[config.mk]
export PLATFORM = sky130hd
export DESIGN_NAME = chain_xfer_ctrl
export DESIGN_NICKNAME = d
export VERILOG_FILES = /design/src/rtl/cx_pkg.sv /design/src/rtl/cx_desc_store.sv /design/src/rtl/cx_outcome.sv /design/src/rtl/cx_bus_mux.sv /design/src/rtl/chain_xfer_ctrl.sv
export SDC_FILE = /design/constraint.sdc
export NUM_CORES = 1
export LEC_CHECK = 0
export CORE_MARGIN = 8
export CORE_UTILIZATION = 45
export CTS_BUF_LIST = sky130_fd_sc_hd__clkbuf_8
export DETAILED_ROUTE_END_ITERATION = 8
export GPL_ROUTABILITY_DRIVEN = 1
export PLACE_DENSITY = 0.64
export SLEW_MARGIN = 10
export SYNTH_ARGS = -nofsm -noshare
export SYNTH_HDL_FRONTEND = slang
export SYNTH_HIERARCHICAL = 1
export SYNTH_SLANG_ARGS = --single-unit
[constraint.sdc]
create_clock -name clk -period 6.91 [get_ports clk]
set_clock_uncertainty 0.1 [all_clocks]
set_input_delay 1.382 -clock clk [delete_from_list [all_inputs] [get_ports clk]]
set_output_delay 1.382 -clock clk [all_outputs]
set_load 0.005 [all_outputs]
[src/rtl/cx_pkg.sv]
package cx_pkg;

    localparam int WORD_W    = 32;
    localparam int CNT_W     = 16;
    localparam int DESC_WDS  = 4;
    localparam int WB_WDS    = 3;
    localparam logic [WORD_W-1:0] ADDR_STEP = 32'd4;
    localparam logic [WORD_W-1:0] DESC_SPAN = 32'd16;

    typedef enum logic [2:0] {
        ST_IDLE,
        ST_VEC,
        ST_DESC,
        ST_SRD,
        ST_DWR,
        ST_WB,
        ST_NEXT,
        ST_OUT
    } cx_state_e;

    // bit 0 = chain ... bit 6 = repeat area on destination
    typedef struct packed {
        logic rpt_dst;
        logic dst_inc;
        logic src_inc;
        logic rpt;
        logic int_sel;
        logic cond;
        logic chain;
    } cx_mode_t;

    typedef struct packed {
        logic [WORD_W-1:0] src;
        logic [WORD_W-1:0] dst;
        logic [CNT_W-1:0]  reload;
        logic [CNT_W-1:0]  count;
        cx_mode_t          mode;
    } cx_desc_t;

    typedef struct packed {
        logic chain;
        logic irq;
        logic clr;
    } cx_outcome_t;

    function automatic cx_outcome_t cx_decide(cx_mode_t m, logic [CNT_W-1:0] cnt_old,
                                              logic rchain_en);
        cx_outcome_t o;
        logic        last;
        last    = (cnt_old == 16'd1);
        o.chain = m.chain & (~m.cond | (last & (~m.rpt | rchain_en)));
        o.irq   = ~o.chain & ((~m.rpt & last) | m.int_sel);
        o.clr   = ~o.chain & ~o.irq;
        return o;
    endfunction

    function automatic cx_desc_t cx_advance(cx_desc_t d);
        cx_desc_t          r;
        logic [WORD_W-1:0] span;
        r    = d;
        span = {14'd0, d.reload, 2'b00};
        if (d.mode.src_inc) r.src = d.src + ADDR_STEP;
        if (d.mode.dst_inc) r.dst = d.dst + ADDR_STEP;
        r.count = d.count - 16'd1;
        if (d.mode.rpt && d.count == 16'd1) begin
            r.count = d.reload;
            if (d.mode.rpt_dst) begin
                if (d.mode.dst_inc) r.dst = r.dst - span;
            end else begin
                if (d.mode.src_inc) r.src = r.src - span;
            end
        end
        return r;
    endfunction

endpackage

[src/rtl/cx_desc_store.sv]
module cx_desc_store
    import cx_pkg::*;
(
    input  logic              clk,
    input  logic              rst,
    input  logic              load_en,
    input  logic [1:0]        load_idx,
    input  logic [WORD_W-1:0] load_word,
    input  logic              upd_en,
    output cx_desc_t          desc
);

    cx_desc_t desc_q;

    always_ff @(posedge clk) begin
        if (rst) begin
            desc_q <= '0;
        end else if (upd_en) begin
            desc_q <= cx_advance(desc_q);
        end else if (load_en) begin
            case (load_idx)
                2'd0:    desc_q.src  <= load_word;
                2'd1:    desc_q.dst  <= load_word;
                2'd2:    begin
                    desc_q.reload <= load_word[31:16];
                    desc_q.count  <= load_word[15:0];
                end
                default: desc_q.mode <= cx_mode_t'(load_word[6:0]);
            endcase
        end
    end

    assign desc = desc_q;

endmodule

[src/rtl/cx_outcome.sv]
module cx_outcome
    import cx_pkg::*;
(
    input  cx_desc_t    desc,
    input  logic        rchain_en,
    output cx_outcome_t outcome
);

    always_comb begin
        outcome = cx_decide(desc.mode, desc.count, rchain_en);
    end

endmodule

[src/rtl/cx_bus_mux.sv]
module cx_bus_mux
    import cx_pkg::*;
#(
    parameter int                SRC_W    = 4,
    parameter logic [WORD_W-1:0] VEC_BASE = 32'h0
) (
    input  cx_state_e         state,
    input  logic [1:0]        widx,
    input  logic [SRC_W-1:0]  src_id,
    input  logic [WORD_W-1:0] desc_ptr,
    input  cx_desc_t          desc,
    input  logic [WORD_W-1:0] data_q,
    output logic              req,
    output logic              we,
    output logic [WORD_W-1:0] addr,
    output logic [WORD_W-1:0] wdata
);

    logic [WORD_W-1:0] word_off;

    assign word_off = {28'd0, widx, 2'b00};

    always_comb begin
        req   = 1'b0;
        we    = 1'b0;
        addr  = '0;
        wdata = '0;
        case (state)
            ST_VEC: begin
                req  = 1'b1;
                addr = VEC_BASE + (WORD_W'(src_id) << 2);
            end
            ST_DESC: begin
                req  = 1'b1;
                addr = desc_ptr + word_off;
            end
            ST_SRD: begin
                req  = 1'b1;
                addr = desc.src;
            end
            ST_DWR: begin
                req   = 1'b1;
                we    = 1'b1;
                addr  = desc.dst;
                wdata = data_q;
            end
            ST_WB: begin
                req  = 1'b1;
                we   = 1'b1;
                addr = desc_ptr + word_off;
                case (widx)
                    2'd0:    wdata = desc.src;
                    2'd1:    wdata = desc.dst;
                    default: wdata = {desc.reload, desc.count};
                endcase
            end
            default: ;
        endcase
    end

endmodule

[src/rtl/chain_xfer_ctrl.sv]
module chain_xfer_ctrl
    import cx_pkg::*;
#(
    parameter int          SRC_W    = 4,
    parameter logic [31:0] VEC_BASE = 32'h0
) (
    input  logic             clk,
    input  logic             rst,
    input  logic             act_valid,
    input  logic [SRC_W-1:0] act_src,
    input  logic             repeat_chain_en,
    output logic             mem_req,
    output logic             mem_we,
    output logic [31:0]      mem_addr,
    output logic [31:0]      mem_wdata,
    input  logic             mem_ack,
    input  logic [31:0]      mem_rdata,
    output logic             busy,
    output logic             irq_pulse,
    output logic             flag_clr_pulse,
    output logic [SRC_W-1:0] flag_clr_src
);

    localparam logic [1:0] LAST_DESC_IDX = 2'(DESC_WDS - 1);
    localparam logic [1:0] LAST_WB_IDX   = 2'(WB_WDS - 1);

    cx_state_e         state;
    logic [1:0]        widx;
    logic [SRC_W-1:0]  src_q;
    logic [WORD_W-1:0] desc_ptr;
    logic [WORD_W-1:0] data_q;
    cx_outcome_t       oc_q;
    cx_outcome_t       oc_now;
    cx_desc_t          desc;
    logic              load_en;
    logic              upd_en;

    assign load_en = (state == ST_DESC) && mem_ack;
    assign upd_en  = (state == ST_DWR) && mem_ack;

    cx_desc_store u_store (
        .clk       (clk),
        .rst       (rst),
        .load_en   (load_en),
        .load_idx  (widx),
        .load_word (mem_rdata),
        .upd_en    (upd_en),
        .desc      (desc)
    );

    cx_outcome u_outcome (
        .desc      (desc),
        .rchain_en (repeat_chain_en),
        .outcome   (oc_now)
    );

    cx_bus_mux #(
        .SRC_W    (SRC_W),
        .VEC_BASE (VEC_BASE)
    ) u_bus (
        .state    (state),
        .widx     (widx),
        .src_id   (src_q),
        .desc_ptr (desc_ptr),
        .desc     (desc),
        .data_q   (data_q),
        .req      (mem_req),
        .we       (mem_we),
        .addr     (mem_addr),
        .wdata    (mem_wdata)
    );

    always_ff @(posedge clk) begin
        if (rst) begin
            state    <= ST_IDLE;
            widx     <= '0;
            src_q    <= '0;
            desc_ptr <= '0;
            data_q   <= '0;
            oc_q     <= '0;
        end else begin
            case (state)
                ST_IDLE: begin
                    if (act_valid) begin
                        src_q <= act_src;
                        state <= ST_VEC;
                    end
                end
                ST_VEC: begin
                    if (mem_ack) begin
                        desc_ptr <= mem_rdata;
                        widx     <= '0;
                        state    <= ST_DESC;
                    end
                end
                ST_DESC: begin
                    if (mem_ack) begin
                        if (widx == LAST_DESC_IDX) begin
                            widx  <= '0;
                            state <= ST_SRD;
                        end else begin
                            widx <= widx + 2'd1;
                        end
                    end
                end
                ST_SRD: begin
                    if (mem_ack) begin
                        data_q <= mem_rdata;
                        state  <= ST_DWR;
                    end
                end
                ST_DWR: begin
                    if (mem_ack) begin
                        oc_q  <= oc_now;
                        widx  <= '0;
                        state <= ST_WB;
                    end
                end
                ST_WB: begin
                    if (mem_ack) begin
                        if (widx == LAST_WB_IDX) begin
                            widx  <= '0;
                            state <= oc_q.chain ? ST_NEXT : ST_OUT;
                        end else begin
                            widx <= widx + 2'd1;
                        end
                    end
                end
                ST_NEXT: begin
                    desc_ptr <= desc_ptr + DESC_SPAN;
                    widx     <= '0;
                    state    <= ST_DESC;
                end
                default: begin
                    state <= ST_IDLE;
                end
            endcase
        end
    end

    assign busy           = (state != ST_IDLE);
    assign irq_pulse      = (state == ST_OUT) && oc_q.irq;
    assign flag_clr_pulse = (state == ST_OUT) && oc_q.clr;
    assign flag_clr_src   = src_q;

endmodule

==> impl_metrics.csv <==
group,metric,value,unit
status,status,"finished, final reports clean",
critical_path,crit_type,"reg2out",
critical_path,crit_required,5430,ps
layout,n_antenna_cell,0,
synth,synth_fp_nets,2192,
critical_path,r2r_end,"u_store/desc[65]",
layout,instances_no_fill,2580,
drt,post_drt_via_cell_ratio,6.51,
power_and_ir_drop,p_sw,957,uW
placed_design,dp_slack,2110,ps
critical_path,slowest_stage,"dfxtp_1",
drt,drcViolationCount,0,
critical_path,start_kind,"flop",
power_and_ir_drop,p_total,2.67,mW
clock_tree,clockBufferDepth,2,
grt,grt_max_degree,144,
drt,drtPass1Iterations,6,
floorplanning,die-area,40000,um2
power_and_ir_drop,leakage,5.44,nW
sta,worst_slack,1600,ps
drt,ant_nets,0,
critical_path,crit_path_end_kind,"primary output",
hold_path,min_to,"data_q[25]",
sta,hold_viol_final,0,
power_and_ir_drop,swShare,35.9,%
grt,grt-ovfl-total,0,
sta,setup_viol,0,
placed_design,hpwl,45600,um
power_and_ir_drop,power_density,157,nW/um2
power_and_ir_drop,combinationalPowerShare,26.7,%
sta,tightest_slew,1190,ps
floorplanning,die_y,200,um
critical_path,worst_r2r_path_depth,13,
clock_tree,cts_setup_buffers,0,
clock_tree,worstSkewPairLatency,500,ps
clock_tree,htree_levels,4,
placed_design,io_buffers,113,
floorplanning,core,33400,um2
drt,vias,16788,
clock_tree,cts_buffers,17,
drt,drtIter0Drc,2163,
critical_path,r2r-start,"u_store/desc[46]",
layout,area_delta_synth_final,11.6,%
sta,tns,0,ps
layout,drive_above_1_share,5.96,%
synth,synth.avg_cell_area,7.25,um2
drt,routed_wl,60700,um
hold_path,min_from,"data_q[25]",
floorplanning,fp-row-count,67,
power_and_ir_drop,p_clk_share,29.7,%
placed_design,dp.cells,2548,
sta,period_share,76.9,%
synth,synth_ff_type,"dfxtp_1",
synth,synth_cell_types,89,
run,drv_cap,0,
synth,yosysWarnings,6,
floorplanning,initial_core_util,45.6,%
sta,rsz0062_at_grt,"false",
floorplanning,die_w,200,um
sta,period_needed,5310,ps
clock_tree,clkTransAtPathRegs,90,ps
synth,synth.ff_latch_count,179,
sta,drv_slew,0,
synth,synth_edf_count,0,
grt,track_usage,28.8,%
hold_path,whs_path_depth,2,
grt,antenna_found_initial,0,
synth,yosysSeqAreaShare,23.5,%
clock_tree,cts.sinks,179,
sta,slew_headroom,20.2,%
grt,grt_pass1_vias,15284,
clock_tree,cts-root-buf,"clkbuf_8",
clock_tree,postCtsHoldBufs,0,
synth,synth_area,15300,um2
critical_path,path_max_fanout,25,
floorplanning,top_level_ports,114,
placed_design,place_congestion,0.957,
power_and_ir_drop,p_int,1.71,mW
hold_path,hp-class,"reg2reg",
power_and_ir_drop,p_seq_share,43.6,%
layout,fin_nets,2206,
synth,ys_async_sr_fraction,0,%
drt,wire_per_inst,23.5,um
clock_tree,cts_tree,"done",
critical_path,crit_chain,"nand2_1 > nor2_1 > buf_4 > a22oi_1 > o21ai_1 > clkdlybuf4s50_1",
clock_tree,cts_resized,0,
critical_path,max_stage_delay,840,ps
power_and_ir_drop,ir_drop,0.000159,V
critical_path,arrival,3830,ps
synth,netlist_instances,2105,
critical_path,rrSetupSlack,2000,ps
grt,grt_pass1_wl,92600,um
sta,max_freq,0.188,GHz
## cells by family (layout without fill, tap and decap cells)
kind of cell,Yosys count,in the layout,share of synthesized area [%]
xor gates and xnor gates,136,136,7.81
and+or+nand+nor,883,883,29.2
AOI/OAI and AO/OA,557,557,23.5
adders and majority gates,46,46,3.92
buffers and inverters,200,227,5.22
DFF,179,179,23.5
muxes,104,104,6.91
## worst max-delay path by stage
stage                     slack (ps)           endpoint     start
after floorplan                 2730       mem_addr[16]   widx[1]
after global placement          2220  u_store/desc[101]   mem_ack
after detailed placement        2110  u_store/desc[101]   mem_ack
after CTS                       1630       mem_addr[10]  state[2]
after global routing            1350        mem_addr[9]  state[2]
final                           1600       mem_addr[10]  state[2]
## cell type report
type,count,area [um2]
tap,448,561
inverter,54,203
clock inverter,11,125
clock buffer,21,289
sequential,179,3590
timing repair buffer,141,1360
fill,3282,16400
multi-input combinational,1726,10900
## per-stage QoR
stage	hold WS, ps	area, um2	util [%]
final	361	17000	50.9
after global routing	380	17000	50.9
after CTS	361	17000	50.9
after detailed placement	347	16600	49.7
after global placement	341	16600	49.7
after floorplan	336	15300	-
## per-layer routing
metal  track usage, %  vias to the layer above  part of all wire [%]
met4             8.26                        0                   2.4
met5                0                        -                     0
met1             42.3                     7964                    45
met2             42.3                     1007                    42
li1                 -                     7726                     -
met3             4.97                       91                    11
## worst max-delay path: cells and delay by family (launching register included)
family | cells | cell delay [ps]
AND/OR/NAND/NOR | 2 | 1330
AO/OA/AOI/OAI | 2 | 260
flip-flops | 1 | 840
buffers and inverters | 2 | 900
## power by group through the flow
stage	registers, mW	clock network (mW)	logic, mW
floorplan	1.14	0	0.501
global placement	1.18	0	0.690
detailed placement	1.18	0	0.694
CTS	1.16	0.801	0.698
global route	1.17	0.843	0.765
finish	1.16	0.791	0.713
## Yosys cell counts, types with 43 or more instances
library cell / number / area share, %
a21oi_1: 156 / 5.1
clkbuf_1: 116 / 2.9
dfxtp_1: 179 / 23
ha_1: 43 / 3.5
inv_1: 53 / 1.3
mux2i_1: 94 / 6.2
nand2_1: 312 / 7.7
nand3_1: 71 / 2.3
nand4_1: 50 / 2.1
nor2_1: 185 / 4.6
nor3_1: 47 / 1.5
o21ai_0: 92 / 3.0
xnor2_1: 77 / 4.4
xor2_1: 59 / 3.4
## cells in the final DEF (no fill, tap or decap), types with 14 or more instances in the layout
cell type | synthesis | routed
mux2i_1 | 94 | 94
a221oi_1 | 16 | 16
xor2_1 | 59 | 59
nor3_1 | 47 | 46
inv_1 | 53 | 55
clkbuf_8 | 0 | 21
and3_1 | 30 | 30
nand2_1 | 312 | 312
nand3_1 | 71 | 71
a211oi_1 | 32 | 32
buf_4 | 0 | 27
a22oi_1 | 35 | 35
o211ai_1 | 20 | 20
nand4_1 | 50 | 50
clkdlybuf4s50_1 | 0 | 112
ha_1 | 43 | 43
nor2_1 | 185 | 185
nand2b_1 | 20 | 20
nor4_1 | 20 | 18
xnor2_1 | 77 | 77
o21ai_0 | 92 | 92
or3_1 | 25 | 25
or4_1 | 14 | 14
dfxtp_1 | 179 | 176
a21oi_1 | 156 | 156
o21ai_1 | 34 | 34
a31oi_1 | 35 | 35
and4_1 | 16 | 16
## flip-flops by register name, summed over array words and instances (netlist names), named ones only
| signal | cells |
|---|---|
| state | 3 |
| u_store/desc | 101 |
| oc_q | 3 |
| desc_ptr | 32 |
| widx | 2 |
| flag_clr_src | 4 |
| data_q | 32 |
(Power assumes the default switching activity.)
